===== config.mk =====
export PLATFORM = sky130hd
export DESIGN_NAME = insn_predecode
export DESIGN_NICKNAME = d
export VERILOG_FILES = /design/src/rtl/predecode_pkg.sv /design/src/rtl/predecode_ctrl.sv /design/src/rtl/predecode_datapath.sv /design/src/rtl/insn_predecode.sv
export SDC_FILE = /design/constraint.sdc
export NUM_CORES = 1
export LEC_CHECK = 0
export ABC_AREA = 0
export BUFFER_PORTS_ARGS = -buffer_cell sky130_fd_sc_hd__buf_2
export CAP_MARGIN = 15
export CORE_AREA = 2 2 132 134
export CTS_CLUSTER_SIZE = 14
export DETAILED_ROUTE_END_ITERATION = 8
export DIE_AREA = 0 0 134 136
export PLACE_DENSITY_LB_ADDON = 0.3
export SLEW_MARGIN = 20
export SYNTH_ARGS = -nofsm -noshare
export SYNTH_HDL_FRONTEND = slang
export SYNTH_SLANG_ARGS = --single-unit

===== constraint.sdc =====
create_clock -name clk -period 3.15 [get_ports clk]
set_input_delay 0.315 -clock clk [delete_from_list [all_inputs] [get_ports clk]]
set_output_delay 0.315 -clock clk [all_outputs]
set_load 0.01 [all_outputs]

===== src/rtl/predecode_pkg.sv =====
package predecode_pkg;
  typedef struct packed {
    logic known;
    logic readRs;
    logic readRt;
    logic writeRt;
    logic writeRd;
    logic writeLink;
    logic memRd;
    logic memWr;
    logic condBr;
    logic uncondBr;
    logic endSeq;
    logic delaySlot;
    logic dynTarget;
    logic absTarget;
    logic relTarget;
  } pdStrobes_t;
endpackage


===== src/rtl/predecode_ctrl.sv =====
module predecode_ctrl
  import predecode_pkg::*;
(
  input  logic [31:0] instr,
  output pdStrobes_t  strobes
);
  logic [5:0] op;
  logic [5:0] funct;
  logic [4:0] rsF;
  logic [4:0] rtF;
  logic       rsZero;
  logic       taken;

  assign op     = instr[31:26];
  assign funct  = instr[5:0];
  assign rsF    = instr[25:21];
  assign rtF    = instr[20:16];
  assign rsZero = (rsF == 5'd0);

  always_comb begin
    strobes = '0;
    taken   = 1'b0;
    case (op)
      6'h00: begin
        case (funct)
          6'h00, 6'h02, 6'h03: begin
            strobes.known = 1'b1; strobes.readRt = 1'b1; strobes.writeRd = 1'b1;
          end
          6'h04, 6'h06, 6'h07, 6'h20, 6'h21, 6'h22, 6'h23, 6'h24, 6'h25,
          6'h26, 6'h27, 6'h2a, 6'h2b: begin
            strobes.known = 1'b1; strobes.readRs = 1'b1; strobes.readRt = 1'b1;
            strobes.writeRd = 1'b1;
          end
          6'h08, 6'h09: begin
            strobes.known = 1'b1; strobes.readRs = 1'b1; strobes.uncondBr = 1'b1;
            strobes.endSeq = 1'b1; strobes.delaySlot = 1'b1; strobes.dynTarget = 1'b1;
            strobes.writeRd = funct[0];
          end
          6'h0d: begin
            strobes.known = 1'b1; strobes.endSeq = 1'b1; strobes.dynTarget = 1'b1;
          end
          default: ;
        endcase
      end
      6'h01: begin
        if (rtF == 5'h00 || rtF == 5'h01 || rtF == 5'h10 || rtF == 5'h11) begin
          taken = rtF[0] && rsZero;
          strobes.known = 1'b1; strobes.delaySlot = 1'b1; strobes.relTarget = 1'b1;
          strobes.writeLink = rtF[4];
          strobes.uncondBr = taken; strobes.endSeq = taken;
          strobes.condBr = !taken; strobes.readRs = !taken;
        end
      end
      6'h02, 6'h03: begin
        strobes.known = 1'b1; strobes.uncondBr = 1'b1; strobes.endSeq = 1'b1;
        strobes.delaySlot = 1'b1; strobes.absTarget = 1'b1; strobes.writeLink = op[0];
      end
      6'h04, 6'h05, 6'h06, 6'h07: begin
        taken = (op == 6'h04 && rsF == rtF) || (op == 6'h06 && rsZero);
        strobes.known = 1'b1; strobes.delaySlot = 1'b1; strobes.relTarget = 1'b1;
        strobes.uncondBr = taken; strobes.endSeq = taken;
        strobes.condBr = !taken; strobes.readRs = !taken;
        strobes.readRt = !taken && !op[1];
      end
      6'h08, 6'h09, 6'h0a, 6'h0b, 6'h0c, 6'h0d, 6'h0e: begin
        strobes.known = 1'b1; strobes.readRs = 1'b1; strobes.writeRt = 1'b1;
      end
      6'h0f: begin
        strobes.known = 1'b1; strobes.writeRt = 1'b1;
      end
      6'h20, 6'h21, 6'h23, 6'h24, 6'h25, 6'h27: begin
        strobes.known = 1'b1; strobes.readRs = 1'b1; strobes.writeRt = 1'b1;
        strobes.memRd = 1'b1;
      end
      6'h28, 6'h29, 6'h2b: begin
        strobes.known = 1'b1; strobes.readRs = 1'b1; strobes.readRt = 1'b1;
        strobes.memWr = 1'b1;
      end
      6'h32: begin
        strobes.known = 1'b1; strobes.readRs = 1'b1; strobes.memRd = 1'b1;
      end
      6'h3a: begin
        strobes.known = 1'b1; strobes.readRs = 1'b1; strobes.memWr = 1'b1;
      end
      6'h10: begin
        if (rsF == 5'd0) begin strobes.known = 1'b1; strobes.writeRt = 1'b1; end
        if (rsF == 5'd4) begin strobes.known = 1'b1; strobes.readRt = 1'b1; end
      end
      6'h12: begin
        if (rsF == 5'd0 || rsF == 5'd2) begin strobes.known = 1'b1; strobes.writeRt = 1'b1; end
        if (rsF == 5'd4 || rsF == 5'd6) begin strobes.known = 1'b1; strobes.readRt = 1'b1; end
      end
      default: ;
    endcase
  end
endmodule


===== src/rtl/predecode_datapath.sv =====
module predecode_datapath
  import predecode_pkg::*;
#(
  parameter int REGS  = 32,
  parameter int WIN_W = 12,
  parameter int DS_W  = 2
) (
  input  logic               clk,
  input  logic               rstN,
  input  logic               inValid,
  input  logic [31:0]        instr,
  input  logic [WIN_W:0]     pc,
  input  pdStrobes_t         strobes,
  output logic               outValid,
  output logic               recognised,
  output logic [REGS-1:0]    readMask,
  output logic [REGS-1:0]    writeMask,
  output logic               memRead,
  output logic               memWrite,
  output logic               condBranch,
  output logic               uncondBranch,
  output logic               endSeq,
  output logic [DS_W-1:0]    delaySlots,
  output logic               dynTarget,
  output logic [WIN_W:0]     target
);
  localparam int IDX_W = $clog2(REGS);
  localparam logic [IDX_W-1:0] LINK_REG = IDX_W'(REGS - 1);

  logic [REGS-1:0]  rsHot, rtHot, rdHot, linkHot;
  logic [REGS-1:0]  rdMaskNext, wrMaskNext;
  logic [WIN_W-1:0] wordOff, relSum;
  logic [WIN_W:0]   tgtNext;

  assign rsHot   = REGS'(1) << instr[25:21];
  assign rtHot   = REGS'(1) << instr[20:16];
  assign rdHot   = REGS'(1) << instr[15:11];
  assign linkHot = REGS'(1) << LINK_REG;

  assign rdMaskNext = (strobes.readRs ? rsHot : '0) | (strobes.readRt ? rtHot : '0);
  assign wrMaskNext = (strobes.writeRt ? rtHot : '0) | (strobes.writeRd ? rdHot : '0)
                    | (strobes.writeLink ? linkHot : '0);

  // the low WIN_W bits of (imm << 2) do not depend on sign extension
  assign wordOff = {instr[WIN_W-3:0], 2'b00};
  assign relSum  = pc[WIN_W-1:0] + WIN_W'(4) + wordOff;

  always_comb begin
    tgtNext = '0;
    if (strobes.absTarget) tgtNext = {1'b1, wordOff};
    if (strobes.relTarget) tgtNext = {1'b1, relSum};
  end

  always_ff @(posedge clk) begin
    if (!rstN) begin
      outValid <= 1'b0; recognised <= 1'b0; readMask <= '0; writeMask <= '0;
      memRead <= 1'b0; memWrite <= 1'b0; condBranch <= 1'b0; uncondBranch <= 1'b0;
      endSeq <= 1'b0; delaySlots <= '0; dynTarget <= 1'b0; target <= '0;
    end else begin
      outValid <= inValid;
      if (inValid) begin
        recognised   <= strobes.known;
        readMask     <= rdMaskNext;
        writeMask    <= wrMaskNext;
        memRead      <= strobes.memRd;
        memWrite     <= strobes.memWr;
        condBranch   <= strobes.condBr;
        uncondBranch <= strobes.uncondBr;
        endSeq       <= strobes.endSeq;
        delaySlots   <= DS_W'(strobes.delaySlot);
        dynTarget    <= strobes.dynTarget;
        target       <= tgtNext;
      end
    end
  end


  excl_flags_chk: assert property (@(posedge clk) disable iff (!rstN)
    !(memRead && memWrite) && !(condBranch && uncondBranch));


  unknown_clear_chk: assert property (@(posedge clk) disable iff (!rstN)
    !recognised |-> (readMask == '0 && writeMask == '0 && !memRead && !memWrite &&
                     !condBranch && !uncondBranch && !endSeq && delaySlots == '0 &&
                     !dynTarget && target == '0));


  out_valid_chk: assert property (@(posedge clk) disable iff (!rstN)
    inValid |=> outValid);


  hold_chk: assert property (@(posedge clk) disable iff (!rstN)
    !inValid |=> (!outValid && $stable(readMask) && $stable(writeMask) && $stable(target)));


  win_bit_chk: assert property (@(posedge clk) disable iff (!rstN)
    (condBranch || (uncondBranch && !dynTarget)) |-> target[WIN_W]);


  slot_branch_chk: assert property (@(posedge clk) disable iff (!rstN)
    (delaySlots != '0) |-> (condBranch || uncondBranch));
endmodule


===== src/rtl/insn_predecode.sv =====
module insn_predecode
  import predecode_pkg::*;
(
  input  logic        clk,
  input  logic        rstN,
  input  logic        inValid,
  input  logic [31:0] instr,
  input  logic [12:0] pc,
  output logic        outValid,
  output logic        recognised,
  output logic [31:0] readMask,
  output logic [31:0] writeMask,
  output logic        memRead,
  output logic        memWrite,
  output logic        condBranch,
  output logic        uncondBranch,
  output logic        endSeq,
  output logic [1:0]  delaySlots,
  output logic        dynTarget,
  output logic [12:0] target
);
  pdStrobes_t strobes;

  predecode_ctrl u_ctrl (
    .instr   (instr),
    .strobes (strobes)
  );

  predecode_datapath #(.REGS(32), .WIN_W(12), .DS_W(2)) u_dp (
    .clk          (clk),
    .rstN         (rstN),
    .inValid      (inValid),
    .instr        (instr),
    .pc           (pc),
    .strobes      (strobes),
    .outValid     (outValid),
    .recognised   (recognised),
    .readMask     (readMask),
    .writeMask    (writeMask),
    .memRead      (memRead),
    .memWrite     (memWrite),
    .condBranch   (condBranch),
    .uncondBranch (uncondBranch),
    .endSeq       (endSeq),
    .delaySlots   (delaySlots),
    .dynTarget    (dynTarget),
    .target       (target)
  );
endmodule


; Yosys cells after proc, flatten, opt, wreduce, memory -nomap -nowiden
; Cells that the tools add are included.
[totals]
regBits = 86
latch_bits = 0
mem_bits_rw = 0
romBits = 0
output_inout_bits = 87
elab_cells = 139
n_memories = 0
[classes]
add_sub_neg = 2
n_mul = 0
n_div = 0
n_lt_le_gt_ge = 0
n_eq_ne = 53
n_shift = 3
muxes = 36
bitwise_logic = 3
n_reduce_logical = 30
[op_table]
columns = op, count
row1 = $mux 32, 5
row2 = $eq 6x6->1 const B, 21
row3 = $or 32x32->32, 3
row4 = $shl 1x5->32 const A, 3
row5 = $eq 6x4->1 const B, 11
row6 = $eq 6x3->1 const B, 7
row7 = $mux 13, 2
row8 = $reduce_or 25->1, 1
row9 = $eq 6x2->1 const B, 4
row10 = $reduce_or 19->1, 1
row11 = $mux 1, 18
row12 = $reduce_or 18->1, 1
row13 = $reduce_or 16->1, 1
row14 = $reduce_or 15->1, 1
row15 = $reduce_or 14->1, 1
row16 = $add 12x12->12, 1
row17 = $add 12x3->12 const B, 1
row18 = $eq 6x5->1 const B, 2
row19 = $logic_not 6->1, 2
row20 = $pmux 3 s4, 1
row21 = $eq 5x3->1 const B, 2
row22 = $eq 5x5->1 const B, 2
row23 = $logic_not 5->1, 2
row24 = $pmux 1 s5, 2
row25 = 16 further kinds, 32

; Depth between registers and ports, before layout
; Gate-level depths: netlist (run 1).
[logic_depth]
word_depth = 8
mapped_depth = 11

; Hierarchy
; Synthesis (run 1) repeated with hierarchy kept, for this count alone.
[hier_totals]
cells_unflattened = 602
hier_area_um2 = 5131.2
[modules_own_cells]
columns = mod, instances, cells_per_inst, area_each_um2, seq_area_each_um2
row1 = predecode_datapath, 1, 508, 4483.0, 1721.7
row2 = predecode_ctrl, 1, 94, 648.1, 0.0

; Worst setup path before layout (run 1)
; Ideal clock, no wire load.
[synth_path]
path_type = input to register
startpoint = input port instr[1]
endpoint = register u_dp.target[11]
arrival_ns = 2.369
t_required_ns = 3.031
slack_ns = 0.663
stages = 9
path_buffers = 0
cell_sequence = ha_1 > ha_1 > fa_1 > a21o_1 > a211o_1 > a21oi_1 > a2111o_1 > o21ai_0 > o221a_2
[synth_between]
elab_chain_len = 2
[synth_rtl]
columns = item, line
row1 = from (decl), insn_predecode.sv:7  ; input logic [31:0] instr,
row2 = $add 12x12->12, predecode_datapath.sv:46  ; assign relSum = pc[WIN_W-1:0] + WIN_W'(4) + wordOff;
row3 = $mux 13, predecode_datapath.sv:51  ; if (strobes.relTarget) tgtNext = {1'b1, relSum};
row4 = to (signal assigned), predecode_datapath.sv:72  ; target <= tgtNext;
row5 = to (decl), predecode_datapath.sv:25  ; output logic [WIN_W:0] target
; Every way passes these cells.
; A chain may end at the register's enable or synchronous reset.

; Worst setup path in the final report (run 1)
; Same ends and word-level chain as after synthesis.

==> results.yml, run 1 <==
sta:
  maxSlewHeadroom_pct: 51.5
  maxSlewViolCount: 0
  layout_min_cycle_time_ns: 2.47
  setup_viol: 0
  hold_viol_final: 0
  worst_slack_ns: 0.685
  period_share_pct: 78.3
  finClkSkew_ns: 0
  fmax_mhz: 406
  tns_ns: 0
  rsz0062_at_grt: "false"
  worst_pin_slew_ns: 0.722
synth:
  async_reset_ff_share_pct: 0
  synth_warnings: 0
  synth.area.top_cells: "dfxtp_1, o21ai_0, a21oi_1, nand3_1, ha_1"
  ys_seq_area_share_pct: 34.5
  synth_flop_cell: "dfxtp_1"
  ys_seq_elements: 86
  syn-instance-count: 639
  yosys.area.top_type_share_pct: 34.5
  syn_area_per_cell_um2: 7.80
  ys_types: 59
  syn_nets: 705
  yosys.area.top_type: "dfxtp_1"
  syn_area_um2: 4980
  synth_edf_count: 0
cells_and_area:
  utilization_pct: 35.7
  stdcell_area_um2: 6020
  drive_gt1_share_pct: 22.8
  area_delta_synth_final_pct: 20.8
  fin_nets: 804
  top_regs: "u_dp.readMask: 32 flops, u_dp.writeMask: 32 flops, u_dp.target: 13 flops"
  antennaDiodeCount: 0
setup_path:
  path_class: "in2reg"
  cp_num_buf_inv: 1
  cpMostUsedCell: "ha_1"
  critPathMaxFanout: 7
  startpoint_type: "input pin"
  crit_arrival_ns: 2.70
  rr_endpoint: "u_dp.target[10]$_SDFFE_PN0P_"
  worstPathCellList: "buf_2 > ha_1 > ha_1 > fa_1 > a21o_1 > a211o_1 > a21oi_1 > a2111o_1 > o21ai_0 > o221a_2"
  timing.rr.start: "u_dp.target[10]$_SDFFE_PN0P_"
  cpLargestDelayFamily: "compound AO/OA/AOI/OAI gates"
  crit_cells: 10
  worst_setup_path_end_kind: "flop"
  critPathRequiredTime_ns: 3.39
  cpMaxStageDelayCell: "fa_1"
  rr_worst_depth: 4
  reg2reg_slack_ns: 2.14
  slowest_delay_ns: 0.46
route:
  finalWirelength_um: 17000
  wire_per_inst_um: 17.7
  drt-pass1-iter-count: 5
  viasPerCell: 5.30
  ant_nets: 0
  num_vias: 5117
  drt_iter0_markers: 464
  drcViolationCount: 0
global_routing:
  grtUsageTotal_pct: 18.8
  antenna_found_initial: 0
  grt_overflow_total: 0
  grt_pass1_vias: 4894
  grt_pass1_wl_um: 26800
  grt_max_degree: 65
min_path:
  hp-class: "in2reg"
  min_from: "pc[1]"
  hold_end: "u_dp.target[1]$_SDFFE_PN0P_"
  min_path_cells: 3
power_and_ir_drop:
  vdd_drop_max_v: 0.000268
  p_total_mw: 2.61
  pwr_density_cell_nw_per_um2: 434
  p_leak_nw: 2.40
placed_design:
  post-place-ws_ns: 0.340
  dpl.hpwl_um: 12400
  io_buffers: 131
  gp_congestion: 0.929
  place_area_um2: 5770
clock_network:
  tritoncts: "done"
  cts_resized: 0
  path_clk_slew_ns: 0.06
  cts_sinks: 86
  cts_hold_buffers: 0
  post_cts_buffers: 0
  clk_path_buf_depth: 2
  cts_inserted_buffers: 9
  worstSkewPairLatency_ns: 0.35
  htree_levels: 3
  cts_root_buffer: "clkbuf_16"
floorplan:
  core_um2: 16900
  die_w_um: 134
  initial_utilization_pct: 29.5
  die_area_um2: 18200
  ioPinCount: 135
  rows: 48
  die_h_um: 136
flow_run:
  drv_cap: 0
outcome:
  status: "complete, no violations"
Yosys cell counts, types with 2 or more instances:
| cell type | instances |
|---|---|
| and3_1 | 7 |
| ha_1 | 17 |
| nor2b_1 | 10 |
| nand4_1 | 11 |
| o21ai_0 | 72 |
| nand2_1 | 33 |
| a31oi_1 | 27 |
| buf_2 | 7 |
| o211ai_1 | 6 |
| o21ai_1 | 3 |
| o22ai_1 | 2 |
| mux2i_1 | 2 |
| a211oi_1 | 3 |
| o32a_1 | 8 |
| and2_1 | 8 |
| nand3_1 | 44 |
| a221oi_1 | 13 |
| o22a_1 | 2 |
| a21o_1 | 3 |
| xnor2_1 | 10 |
| buf_1 | 2 |
| nor3b_1 | 5 |
| a32oi_1 | 10 |
| a41oi_2 | 2 |
| o2111ai_1 | 2 |
| a21oi_1 | 69 |
| nor3_1 | 16 |
| o221ai_1 | 2 |
| clkbuf_1 | 42 |
| buf_4 | 2 |
| clkinv_1 | 3 |
| dfxtp_1 | 86 |
| nor2_1 | 47 |
| nand2b_1 | 15 |
| o21a_1 | 4 |
| a2111o_1 | 2 |
| buf_6 | 3 |
| nor4_1 | 4 |
| xor2_1 | 2 |
| inv_1 | 14 |
how the worst max path moves through the flow:
| stage | startpoint | end | slack [ns] |
|---|---|---|---|
| final | instr[1] | u_dp.target[11]$_SDFFE_PN0P_ | 0.68 |
| after global routing | instr[1] | u_dp.target[11]$_SDFFE_PN0P_ | 0.58 |
| after CTS | instr[1] | u_dp.target[11]$_SDFFE_PN0P_ | 0.71 |
| after detailed placement | instr[1] | u_dp.target[11]$_SDFFE_PN0P_ | 0.34 |
| after global placement | instr[1] | u_dp.target[11]$_SDFFE_PN0P_ | 0.37 |
| after floorplan | instr[1] | u_dp.target[11]$_SDFFE_PN0P_ | 0.66 |
cells by family after synthesis:
logic type                 after synthesis  synth area share, %
xor gates and xnor gates                12                 2.11
adders and majority gates               18                 4.67
and+or+nand+nor                        208                 21.6
AOI/OAI and AO/OA                      238                 30.1
muxes                                    3                0.628
other                                    1               0.0752
DFF                                     86                 34.5
buffers and inverters                   73                 6.27
layer usage:
layer  GRT usage, %  vias to the layer above  part of all wire [%]
met3           3.54                       23                   5.0
met4           7.15                        0                   2.1
met2           29.5                      151                    45
met1           25.7                     2365                    48
met5              0                        -                     0
li1               -                     2578                     -
cells in the final DEF, fill, tap and decap left out, types with 16 or more instances in the layout:
cell type and count:
o21ai_0 72, nand3_1 44, buf_2 131, dfxtp_1 86, nor3_1 16, nor2_1 47, a21oi_1 69, nand2_1 33
ha_1 17, a31oi_1 27
metrics by stage:
| stage | hold slack [ns] | instances |
|---|---|---|
| after global placement | 0.446 | 952 |
| after detailed placement | 0.452 | 952 |
| after floorplan | 0.478 | 639 |
| after CTS | 0.231 | 965 |
| after global routing | 0.263 | 965 |
| final | 0.245 | 965 |
where the power goes:
group	total, mW	switching, mW	internal (mW)
Sequential	1.16	0.0226	1.13
Clock	0.964	0.443	0.521
Combinational	0.490	0.314	0.176
worst min-delay path, stage by stage:
cell and delay (ns):
buf_2 0.10, nand3_1 0.07, a21oi_1 0.06
final cells by class:
| type | count | area (um^2) |
|---|---|---|
| well taps | 225 | 282 |
| fillers | 1800 | 10900 |
| multi-input cells | 480 | 2950 |
| clock buffers | 9 | 225 |
| inverters | 17 | 63.8 |
| clock inverters | 4 | 27.5 |
| flip-flops and latches | 86 | 1720 |
| repair buffers | 144 | 753 |
(Power assumes the default switching activity.)
==> run 2: changes to the inputs <==
Clock period 3.15 ns to 2.4 ns, I/O delays scaled along.
==> results.yml, run 2 (same netlist as run 1, synthesis figures left out) <==
clock_network:
  cts_sinks: 86
  tritoncts: "done"
  htree_levels: 3
  cts_resized: 0
  cts_hold_buffers: 0
  path_clk_slew_ns: 0.06
  cts_root_buffer: "clkbuf_16"
  worstSkewPairLatency_ns: 0.35
  cts_inserted_buffers: 9
  clk_path_buf_depth: 2
  post_cts_buffers: 0
global_routing:
  grt_max_degree: 56
  antenna_found_initial: 1
  grt_overflow_total: 0
  grt_pass1_vias: 4990
  grt_pass1_wl_um: 27200
  grtUsageTotal_pct: 19.0
cells_and_area:
  ff_latch_area_um2: 1720
  fin_cells: 986
  drive_gt1_share_pct: 24.6
  fillers: 1820
  area_delta_synth_final_pct: 24.7
  multiInputGateArea_um2: 2950
  final_common_cell: "buf_2"
  fin_nets: 823
  final_cell_mix: "buf_2, dfxtp_1, o21ai_0"
  top_regs: "u_dp.readMask: 32 flops, u_dp.writeMask: 32 flops, u_dp.target: 13 flops"
sta:
  period_share_pct: 92.1
  fmax_mhz: 452
  worst_pin_slew_ns: 0.673
  maxSlewViolCount: 0
  setup_viol: 0
  hold_viol_final: 0
  maxSlewHeadroom_pct: 55.0
  rsz0062_at_grt: "false"
  finClkSkew_ns: 0
  layout_min_cycle_time_ns: 2.21
power_and_ir_drop:
  p_total_mw: 3.55
  pwr_density_cell_nw_per_um2: 572
  vdd_drop_max_v: 0.000332
  switching_share_pct: 28.5
  p_int_mw: 2.54
  p_leak_nw: 2.51
  combPwrFrac_pct: 19.0
  clockPowerShare_pct: 38.3
  p_switching_mw: 1.01
  pwr-share-seq_pct: 42.7
floorplan:
  core_um2: 16900
  ioPinCount: 135
  rows: 48
  initial_utilization_pct: 29.5
  die_w_um: 134
  die_h_um: 136
  die_area_um2: 18200
setup_path:
  critPathLaunch: "instr[1]"
  worst_setup_path_end_kind: "flop"
  startpoint_type: "input pin"
  timing.rr.start: "u_dp.target[10]$_SDFFE_PN0P_"
  critPathRequiredTime_ns: 2.64
  path_class: "in2reg"
  crit_arrival_ns: 2.45
  critPathMaxFanout: 3
route:
  num_vias: 5246
  drcViolationCount: 0
  ant_nets: 0
  wire_per_inst_um: 17.5
  viasPerCell: 5.32
  drt-pass1-iter-count: 5
  finalWirelength_um: 17300
  drt_iter0_markers: 529
placed_design:
  io_buffers: 131
  placed_cells: 971
  dpl.hpwl_um: 12800
  gp_congestion: 0.942
flow_run:
  drv_cap: 0
min_path:
  hp-class: "in2reg"
  min_from: "pc[0]"
outcome:
  status: "complete, no violations"
## run 2: cell count changes in the layout (fill, tap and decap cells not counted), sizes merged
cell    previous run  this run
bufinv             0         1
clkinv             7         4
diode              0         1
buf              144       163
clkbuf             9        12
## run 2: final cells by class
type,instances,share of cell area [%]
Sequential cell,86,27.7
Clock inverter,2,0.564
Tap cell,225,4.53
Timing Repair Buffer,163,14.8
Clock buffer,12,3.80
Inverter,17,1.03
Antenna cell,1,0.0403
Multi-Input combinational cell,480,47.5
## run 2: power groups by stage
stage	logic [mW]	registers, mW	clock network, mW
floorplan	0.395	1.58	0
global placement	0.672	1.55	0
detailed placement	0.673	1.55	0
CTS	0.676	1.52	1.40
global route	0.750	1.53	1.45
finish	0.674	1.52	1.36
## run 2: worst max-delay path, cell delays in order
cell and delay, ns:
buf_2 0.11, ha_1 0.28, ha_1 0.22, fa_1 0.45
a21o_1 0.19, a211o_1 0.30, a21oi_2 0.19, a2111o_1 0.15
o21ai_0 0.07, o221a_2 0.24
## run 2: metal layers
metal | vias up | global-route usage [%] | part of all wire (%)
met5 | - | 0 | 0
met4 | 0 | 7.39 | 2.7
met3 | 28 | 3.88 | 5.6
met2 | 187 | 29.9 | 46
met1 | 2421 | 25.5 | 46
li1 | 2610 | - | -
## run 2: path summary, 6_finish.rpt
| kind | slack (ns) | to | cells past startpoint |
|---|---|---|---|
| hold reg to reg | 0.46 | u_dp.target[1]$_SDFFE_PN0P_ | 2 |
| hold / removal | 0.16 | u_dp.target[0]$_SDFFE_PN0P_ | 3 |
| setup / recovery | 0.19 | u_dp.target[11]$_SDFFE_PN0P_ | 10 |
| setup reg to reg | 1.38 | u_dp.target[10]$_SDFFE_PN0P_ | 4 |
## run 2: stage by stage
step	hold WS (ns)	util (%)	TNS, ns	setup slack [ns]	instance area, um^2
4_1_cts	0.155	36.8	0	0.188	6210
3_3_place_gp	0.446	35.2	-0.251	-0.162	5940
2_1_floorplan	0.403	-	0	0.0419	4990
5_1_grt	0.178	36.8	0	0.0823	6220
3_5_place_dp	0.452	35.2	-0.279	-0.172	5940
6_report	0.163	36.8	0	0.190	6220
